$ cat src/rtl/gs_pwm_pkg.sv
// Shared constants for the grayscale PWM engine.
// Assumes: sixteen channels of 12-bit levels by default.
package gs_pwm_pkg;
    localparam int NCH_DEF = 16;
    localparam int GSW_DEF = 12;
    typedef logic [GSW_DEF-1:0] gs_level_t;
endpackage

$ cat src/rtl/gs_count.sv
// Shared grayscale counter. Detects rising edges of gs_clk, advances a
// saturating count while blank is low and clears it while blank is high.
// Assumes: gs_clk is synchronous to clk and stays at each level at least one cycle.
module gs_count #(
    parameter int GSW = 12
) (
    input  logic           clk,
    input  logic           rst_n,
    input  logic           gs_clk,
    input  logic           blank,
    output logic           step,
    output logic [GSW-1:0] cnt
);
    localparam logic [GSW-1:0] CNT_MAX = {GSW{1'b1}};

    logic gs_prev;

    // one-cycle pulse on a grayscale edge outside blanking
    assign step = gs_clk & ~gs_prev & ~blank;

    // edge history and saturating count
    always_ff @(posedge clk) begin
        if (!rst_n) begin
            gs_prev <= 1'b0;
            cnt     <= '0;
        end else begin
            gs_prev <= gs_clk;
            if (blank)
                cnt <= '0;
            else if (step && cnt != CNT_MAX)
                cnt <= cnt + 1'b1;
        end
    end

    AST_CNT_CLEAR_IN_BLANK: assert property (@(posedge clk) disable iff (!rst_n)
        blank |=> cnt == '0);
    AST_CNT_STEP_ONE: assert property (@(posedge clk) disable iff (!rst_n)
        !blank |=> (cnt == $past(cnt) || cnt == $past(cnt) + 1'b1));
    AST_CNT_SATURATE: assert property (@(posedge clk) disable iff (!rst_n)
        (!blank && cnt == CNT_MAX) |=> (cnt == CNT_MAX || cnt == '0));
endmodule

$ cat src/rtl/gs_compare.sv
// Per-channel on/off decision. A channel turns on at the first grayscale
// edge of a cycle if its level is nonzero. It turns off on the edge where
// the count before that edge equals its level.
// Assumes: levels are used directly from gs_data, with no second buffer.
module gs_compare #(
    parameter int NCH = 16,
    parameter int GSW = 12
) (
    input  logic               clk,
    input  logic               rst_n,
    input  logic               blank,
    input  logic               step,
    input  logic [GSW-1:0]     cnt,
    input  logic [NCH*GSW-1:0] gs_data,
    output logic [NCH-1:0]     raw_on
);
    for (genvar i = 0; i < NCH; i++) begin : g_ch
        logic [GSW-1:0] lvl;
        assign lvl = gs_data[i*GSW +: GSW];

        // raw enable: set at count zero, cleared on equality or blank
        always_ff @(posedge clk) begin
            if (!rst_n)
                raw_on[i] <= 1'b0;
            else if (blank)
                raw_on[i] <= 1'b0;
            else if (step) begin
                if (cnt == '0)
                    raw_on[i] <= (lvl != '0);
                else if (cnt == lvl)
                    raw_on[i] <= 1'b0;
            end
        end
    end
endmodule

$ cat src/rtl/gs_stagger.sv
// Delays channel i by i*STEP_TICKS clk cycles and gates all channels with
// blank. The delay lines are cleared while blank is high, so no stale
// ones leak out once blank falls.
// Assumes: STEP_TICKS*(NCH-1) stays small (a shift register per channel).
module gs_stagger #(
    parameter int NCH        = 16,
    parameter int STEP_TICKS = 2
) (
    input  logic           clk,
    input  logic           rst_n,
    input  logic           blank,
    input  logic [NCH-1:0] raw_on,
    output logic [NCH-1:0] ch_en
);
    logic [NCH-1:0] dly;

    for (genvar i = 0; i < NCH; i++) begin : g_dly
        localparam int DEPTH = i * STEP_TICKS;
        if (DEPTH == 0) begin : g_none
            assign dly[i] = raw_on[i];
        end else if (DEPTH == 1) begin : g_one
            logic sr;
            // single-stage delay, cleared by blank
            always_ff @(posedge clk) begin
                if (!rst_n || blank) sr <= 1'b0;
                else                 sr <= raw_on[i];
            end
            assign dly[i] = sr;
        end else begin : g_many
            logic [DEPTH-1:0] sr;
            // multi-stage delay, cleared by blank
            always_ff @(posedge clk) begin
                if (!rst_n || blank) sr <= '0;
                else                 sr <= {sr[DEPTH-2:0], raw_on[i]};
            end
            assign dly[i] = sr[DEPTH-1];
        end
    end

    // blank wins over every delayed enable
    assign ch_en = dly & {NCH{~blank}};
endmodule

$ cat src/rtl/gs_recent.sv
// Per-channel flag that is high for the first RECENT_TICKS cycles of each
// on period of a channel enable.
// Assumes: RECENT_TICKS >= 1.
module gs_recent #(
    parameter int NCH          = 16,
    parameter int RECENT_TICKS = 8
) (
    input  logic           clk,
    input  logic           rst_n,
    input  logic [NCH-1:0] en,
    output logic [NCH-1:0] recent
);
    localparam int RCW = $clog2(RECENT_TICKS + 1);

    logic [NCH-1:0] en_prev;
    logic [NCH-1:0] rise;

    assign rise = en & ~en_prev;

    // enable history for edge detection
    always_ff @(posedge clk) begin
        if (!rst_n) en_prev <= '0;
        else        en_prev <= en;
    end

    for (genvar i = 0; i < NCH; i++) begin : g_ch
        logic [RCW-1:0] rc;
        // remaining flag cycles after the rising cycle
        always_ff @(posedge clk) begin
            if (!rst_n || !en[i]) rc <= '0;
            else if (rise[i])     rc <= RCW'(RECENT_TICKS - 1);
            else if (rc != '0)    rc <= rc - 1'b1;
        end
        assign recent[i] = en[i] & (rise[i] | (rc != '0));

        AST_RECENT_ONLY_WHEN_ON: assert property (@(posedge clk) disable iff (!rst_n)
            (rc != '0) |-> $past(en[i]));
    end
endmodule

$ cat src/rtl/gs_pwm_engine.sv
// Top of the sixteen-channel grayscale PWM engine: shared counter,
// per-channel compare, index-proportional stagger and recent-on flags.
// Assumes: gs_clk and blank are synchronous to clk.
module gs_pwm_engine
    import gs_pwm_pkg::*;
#(
    parameter int NCH          = NCH_DEF,
    parameter int GSW          = GSW_DEF,
    parameter int STEP_TICKS   = 2,
    parameter int RECENT_TICKS = 8
) (
    input  logic               clk,
    input  logic               rst_n,
    input  logic               gs_clk,
    input  logic               blank,
    input  logic [NCH*GSW-1:0] gs_data,
    output logic [NCH-1:0]     ch_en,
    output logic [NCH-1:0]     ch_recent
);
    logic           step;
    logic [GSW-1:0] cnt;
    logic [NCH-1:0] raw_on;

    gs_count #(.GSW(GSW)) u_count (
        .clk(clk), .rst_n(rst_n), .gs_clk(gs_clk), .blank(blank),
        .step(step), .cnt(cnt)
    );

    gs_compare #(.NCH(NCH), .GSW(GSW)) u_compare (
        .clk(clk), .rst_n(rst_n), .blank(blank), .step(step), .cnt(cnt),
        .gs_data(gs_data), .raw_on(raw_on)
    );

    gs_stagger #(.NCH(NCH), .STEP_TICKS(STEP_TICKS)) u_stagger (
        .clk(clk), .rst_n(rst_n), .blank(blank), .raw_on(raw_on), .ch_en(ch_en)
    );

    gs_recent #(.NCH(NCH), .RECENT_TICKS(RECENT_TICKS)) u_recent (
        .clk(clk), .rst_n(rst_n), .en(ch_en), .recent(ch_recent)
    );

    for (genvar i = 0; i < NCH; i++) begin : g_chk
        AST_RAW_ON_AT_ONE: assert property (@(posedge clk) disable iff (!rst_n)
            $rose(raw_on[i]) |-> cnt == GSW'(1));
    end
endmodule

$ cat config.mk
export PLATFORM = sky130hd
export DESIGN_NAME = gs_pwm_engine
export DESIGN_NICKNAME = d
export VERILOG_FILES = /design/src/rtl/gs_pwm_pkg.sv /design/src/rtl/gs_count.sv /design/src/rtl/gs_compare.sv /design/src/rtl/gs_stagger.sv /design/src/rtl/gs_recent.sv /design/src/rtl/gs_pwm_engine.sv
export SDC_FILE = /design/constraint.sdc
export NUM_CORES = 1
export LEC_CHECK = 0
export ABC_AREA = 1
export CELL_PAD_IN_SITES_DETAIL_PLACEMENT = 1
export CELL_PAD_IN_SITES_GLOBAL_PLACEMENT = 1
export CORE_MARGIN = 8
export CORE_UTILIZATION = 35
export CTS_CLUSTER_SIZE = 20
export DETAILED_ROUTE_END_ITERATION = 12
export PLACE_DENSITY = 0.72
export SYNTH_ARGS = -nofsm -noshare
export SYNTH_HDL_FRONTEND = slang
export SYNTH_SLANG_ARGS = --single-unit
$ cat constraint.sdc
create_clock -name clk -period 1.8 [get_ports clk]
set_input_delay 0.45 -clock clk [delete_from_list [all_inputs] [get_ports clk]]
set_output_delay 0.45 -clock clk [all_outputs]
set_load 0.01 [all_outputs]
* After elaboration in Yosys (flattened, before gate mapping)
Index checks and enable logic that the tools add are counted.
** Storage, ports and cells
- Memories :: 0
- Register bits :: 349
- Latch bits :: 0
- Word-level logic and storage cells :: 337
- Output and inout bits :: 32
- Memory bits (writable) :: 0
- Memory bits (read-only) :: 0
** Operators by class
- Order comparisons :: 0
- Equality and inequality tests :: 17
- Multiply operators :: 0
- Reduce and logical (&&, ||, !) cells :: 133
- Div/mod/pow operators :: 0
- Mux-type cells :: 64
- Bitwise gates (word level) :: 40
- $add $sub $neg :: 17
- Shift-type cells :: 0
** Operators by type and width (count)
- == test 12 bit :: 16
- nonzero test 12 bit :: 16
- 2-to-1 mux 3 bit :: 32
- nonzero test 2 bit :: 32
- nonzero test 4 bit :: 16
- subtractor 4 x 1 -> 4 bit (second input constant) :: 16
- OR reduction 2 bit :: 17
- AND 16 bit :: 2
- 2-to-1 mux 1 bit :: 32
- AND reduction 2 bit :: 16
- AND 1 bit :: 18
- zero test 1 bit :: 17
- logical OR 1 bit :: 17
- NOT 16 bit :: 1
- OR 1 bit :: 16
- adder 12 x 1 -> 12 bit (second input constant) :: 1
- zero test 12 bit :: 1
- inequality test 12 bit (second input constant) :: 1
- NOT 1 bit :: 3
- logical AND 1 bit :: 1

* Longest topological paths before layout
- Depth in word-level cells :: 5
- Mapped depth :: 12
- Gate-level depth less buffers :: 10

* Cells and area by module
Synthesis repeated with hierarchy kept, for this count alone.
** Second synthesis, totals
- Cell total of the unflattened synthesis :: 2632
- Area, all modules :: 18709.2 um^2
** Modules (own cells, without submodules)
- gs_stagger :: times used 1, area each 8732.1 um^2, cells an instance 782
- gs_compare :: times used 1, area each 4817.1 um^2, cells an instance 1088
- gs_recent :: times used 1, area each 4423.0 um^2, cells an instance 648
- gs_count :: times used 1, area each 737.0 um^2, cells an instance 114

* Worst setup path before layout
Ideal clock, no wire load.
- Kind :: reg-to-reg
- From :: register u_count.cnt[0]
- To :: register u_compare.raw_on[12]
- Data arrival time :: 1.731 ns
- Path slack :: -0.049 ns
- Path buffers :: 3
- Cell stages (with the launch flop) :: 13
- Cells stage by stage :: dfxtp_1 > buf_2 > inv_1 > buf_2 > ha_1 > nand2_1 > nor2_1 > nand2_2 > nor3_4 > buf_4 > nand2_1 > nand2_1 > a21oi_1
** On the way
- Word-level cells in the longest chain between the ends :: 3
- Elaborated cells between the ends (all ways) :: 5
- Those cells by class :: 1 x eq/ne; 1 x mux; 3 x reduce/logical
** RTL lines
- start, declared :: line gs_count.sv:12 : output logic [GSW-1:0] cnt
- start signal, assigned :: line gs_count.sv:31 : cnt <= cnt + 1'b1;
- == test 12 bit / zero test 12 bit (equally long branches) :: line gs_compare.sv:30, gs_compare.sv:28
- nonzero test 2 bit (no line)
- AND reduction 2 bit (no line)
- end signal, assigned by index :: line gs_compare.sv:29 : raw_on[i] <= (lvl != '0);
- end, declared :: line gs_compare.sv:15 : output logic [NCH-1:0] raw_on
Several ways; a longest one is shown, not always the timed one.
A chain may end at the register's enable or synchronous reset.

* Worst setup path after layout
- From :: register u_recent.g_ch[13].rc[1]
- To :: output port ch_recent[13]
** On the way
- Word-level cells in the longest chain between the ends :: 3
** RTL lines
- start, declared :: line gs_recent.sv:27 : logic [RCW-1:0] rc;
- start signal, assigned :: line gs_recent.sv:31 : else if (rise[i]) rc <= RCW'(RECENT_TICKS - 1);
- start signal, assigned :: line gs_recent.sv:32 : else if (rc != '0) rc <= rc - 1'b1;
- nonzero test 4 bit :: line gs_recent.sv:34 : assign recent[i] = en[i] & (rise[i] | (rc != '0));
- OR 1 bit :: line gs_recent.sv:34
- AND 1 bit :: line gs_recent.sv:34
- end, declared :: line gs_pwm_engine.sv:18 : output logic [NCH-1:0] ch_recent
Every way passes these cells.

==> impl_metrics.tcl <==
set metrics [dict create \
    met3_usage_pct 4.83 \
    setup_tns_ns -0.911 \
    clkPwrFrac_pct 44.3 \
    rsz0062_at_grt "true" \
    seqPwrFrac_pct 47.8 \
    period_minus_slack_ns 1.90 \
    slew_viol_final 0 \
    ir_drop_mv 0.559 \
    ant_nets 0 \
    p_total_uw 16200 \
    drv_cap 0 \
    clock.fmax_mhz 527 \
    place_congestion 0.857 \
    setup_slack_ns -0.0983 \
    leakagePower_uw 0.00901 \
    path_cells "inv_2 -> ha_4 -> nand2_4 -> nor2_4 -> nor2_2 -> buf_2" \
    clockBufferDepth 3 \
    power.density_nw_per_um2 750 \
    coreArea_um2 43200 \
    relSlewSlack_pct 73.7 \
    ctsHtreeMaxLevel 2 \
    dp_hpwl_um 38900 \
    slowest_delay_ns 0.33 \
    combPwrFrac_pct 8.0 \
    tightest_slew_ns 0.394 \
    end_kind "primary output" \
    wl_per_cell_um 17.0 \
    seq_area_frac_synth_pct 45.5 \
    cts_buffers 36 \
    power_switching_uw 3730 \
    dpl.cell_count 3134 \
    netSwitchingFraction_pct 23.0 \
    drt_iter0_drc 671 \
    path_class "flop to primary output" \
    synth_most_common_cell "nand2_1" \
    start_util_pct 35.6 \
    final_nets 2881 \
    antenna_found_initial 11 \
    path_max_fanout 2 \
    numClockSinks 349 \
    clock_latency_ns 0.53 \
    cp-start-kind "flop" \
    ios 228 \
    dieArea_um2 50800 \
    status "finished, violations left" \
    final-setup-viol-count 16 \
    port_buffers 227 \
    routed_via_density 4.65 \
    use_met2_pct 38.3 \
    cts_tree "done" \
    cts_hold_buffers 0 \
    syn_to_final_growth_pct 41.0 \
    drtPass1Iterations 5 \
    grt_max_degree 31 \
    fin_hold_ws_ns 0.403 \
    dr_total_vias 15200 \
    grt_pass1_wl_um 86600 \
    hold_viol_final 0 \
    post-route-util_pct 50.1 \
    num_rows 76 \
    crit_arrival_ns 1.45 \
    synthFlopType "dfxtp_1" \
    worstPathRequired_ns 1.35 \
    final_cells 3264 \
    synthArstFlopShare_pct 0 \
    grtUsageMet1_pct 24.4 \
    drc_errors 0 \
    hold_path_class "flop to flop" \
    syn_nets 2453 \
    gr-total-overflow 0 \
    yosysTopAreaCell "dfxtp_1" \
    syn_inst 2223 \
    synth_commonest_cells "nand2_1, inv_1, nor2_1" \
    finalCritPeriodShare_pct 105 \
    die_h_um 225 \
    avgSynthCellArea_um2 6.91 \
    ys_warn_count 0 \
    ys_ff_latch 349 \
    clock-root-buffer "clkbuf_16" \
    violations "setup timing" \
    drive_above_1_share_pct 19.1 \
    busiest_layer "met2" \
    die_x_um 225 \
    wl_um 55400 \
    path_clk_slew_ns 0.06 \
    synth_area_leaders "dfxtp_1, nand2_1, inv_1" \
    fin_skew_ns 0.0161 \
    grt_usage_pct 21.2 \
    synth-edff-count 0 \
    yosys.cell_types.count 35 \
    synth_top_area_share_pct 45.5 \
    p_int_uw 12500 \
    critPathSlowestCell "dfxtp_2" \
    synth.cell_area_um2 15400 \
    grt_pass1_vias 16700 \
]
==> registers in the layout (all words and copies together) (netlist names) <==
signal	count
u_compare.raw_on	16
u_stagger.g_dly.g_many.sr	240
u_count.gs_prev	1
u_count.cnt	12
u_recent.g_ch.rc	64
u_recent.en_prev	16
==> timing repair <==
item,CTS,global route
setup endpoints to repair,32,29
setup buffers,50,15
pin swaps,46,16
hold endpoints to repair,0,0
gates resized for setup,319,58
cloned,1,0
==> critical path, delay by kind of cell, from the launching register on <==
kind / cells / cell delay [ns]
fa+ha+maj: 1 / 0.16
buf+inv: 2 / 0.22
flops: 1 / 0.33
simple gates: 3 / 0.22
==> worst paths after layout <==
kind | startpoint | to | slack, ns | cells past startpoint
setup / recovery | u_recent.g_ch[13].rc[1] | ch_recent[13] | -0.1 | 6
hold / removal | u_stagger.g_dly[15].g_many.sr[10] | u_stagger.g_dly[15].g_many.sr[11] | 0.40 | 2
setup reg to reg | u_count.cnt[2] | u_compare.raw_on[14] | 0.10 | 8
hold reg to reg | u_stagger.g_dly[15].g_many.sr[10] | u_stagger.g_dly[15].g_many.sr[11] | 0.40 | 2
==> cells in the final DEF, fill, tap and decap left out, types with 4 or more instances in the layout <==
cell type,n
nand2_1,502
inv_1,411
nor2_1,387
dfxtp_1,304
buf_4,213
clkdlybuf4s50_1,194
xnor2_1,79
nor3_1,50
dfxtp_2,44
nand3_1,40
inv_2,38
nor2_2,37
clkbuf_16,36
o21ai_0,35
a21oi_1,31
buf_2,28
nor4_1,21
nand4_1,20
nor2_4,19
ha_1,18
nand2_4,17
a211oi_1,16
ha_4,16
a221oi_1,14
buf_12,13
xor2_1,11
diode_2,10
o22ai_1,9
nand2_2,8
o2111ai_1,6
clkinv_2,6
buf_6,6
clkinv_1,5
or2_2,4
==> power groups by stage <==
stage | sequential [uW] | combinational (uW) | clock [uW]
final | 7760 | 1290 | 7190
after global routing | 7750 | 1410 | 7720
after floorplan | 7930 | 474 | 0
after global placement | 7930 | 1240 | 0
after detailed placement | 7930 | 1270 | 0
after CTS | 7760 | 1290 | 7390
==> cell families after synthesis <==
kind of cell / count (synthesis) / share of synthesized area [%]
buffers and inverters: 524 / 13.1
AOI/OAI and AO/OA: 116 / 4.63
xor gates and xnor gates: 90 / 5.13
and+or+nand+nor: 1110 / 28.9
adders and majority gates: 34 / 2.77
DFF: 349 / 45.5
==> final cells by class <==
class | instances | area [um^2]
antenna | 10 | 25.0
clock buffer | 42 | 953
clock inverter | 14 | 158
fill | 5470 | 21500
inverter | 459 | 1740
multi-input combinational | 1350 | 6960
sequential | 349 | 7050
tap | 585 | 732
timing repair buffer | 455 | 4040
==> per-layer routing <==
layer | up-vias | part of all wire [%]
li1 | 7452 | -
met1 | 7219 | 42
met2 | 378 | 50
met3 | 117 | 5.6
met4 | 6 | 3.0
met5 | - | 0.065
==> through the flow <==
| step | area (um^2) | setup slack (ns) |
|---|---|---|
| global placement | 19500 | -0.738 |
| finish | 21600 | -0.0983 |
| detailed placement | 19500 | -0.757 |
| global route | 21600 | -0.170 |
| CTS | 21300 | -0.151 |
| floorplan | 15400 | 0.0211 |
(Power assumes the default switching activity.)
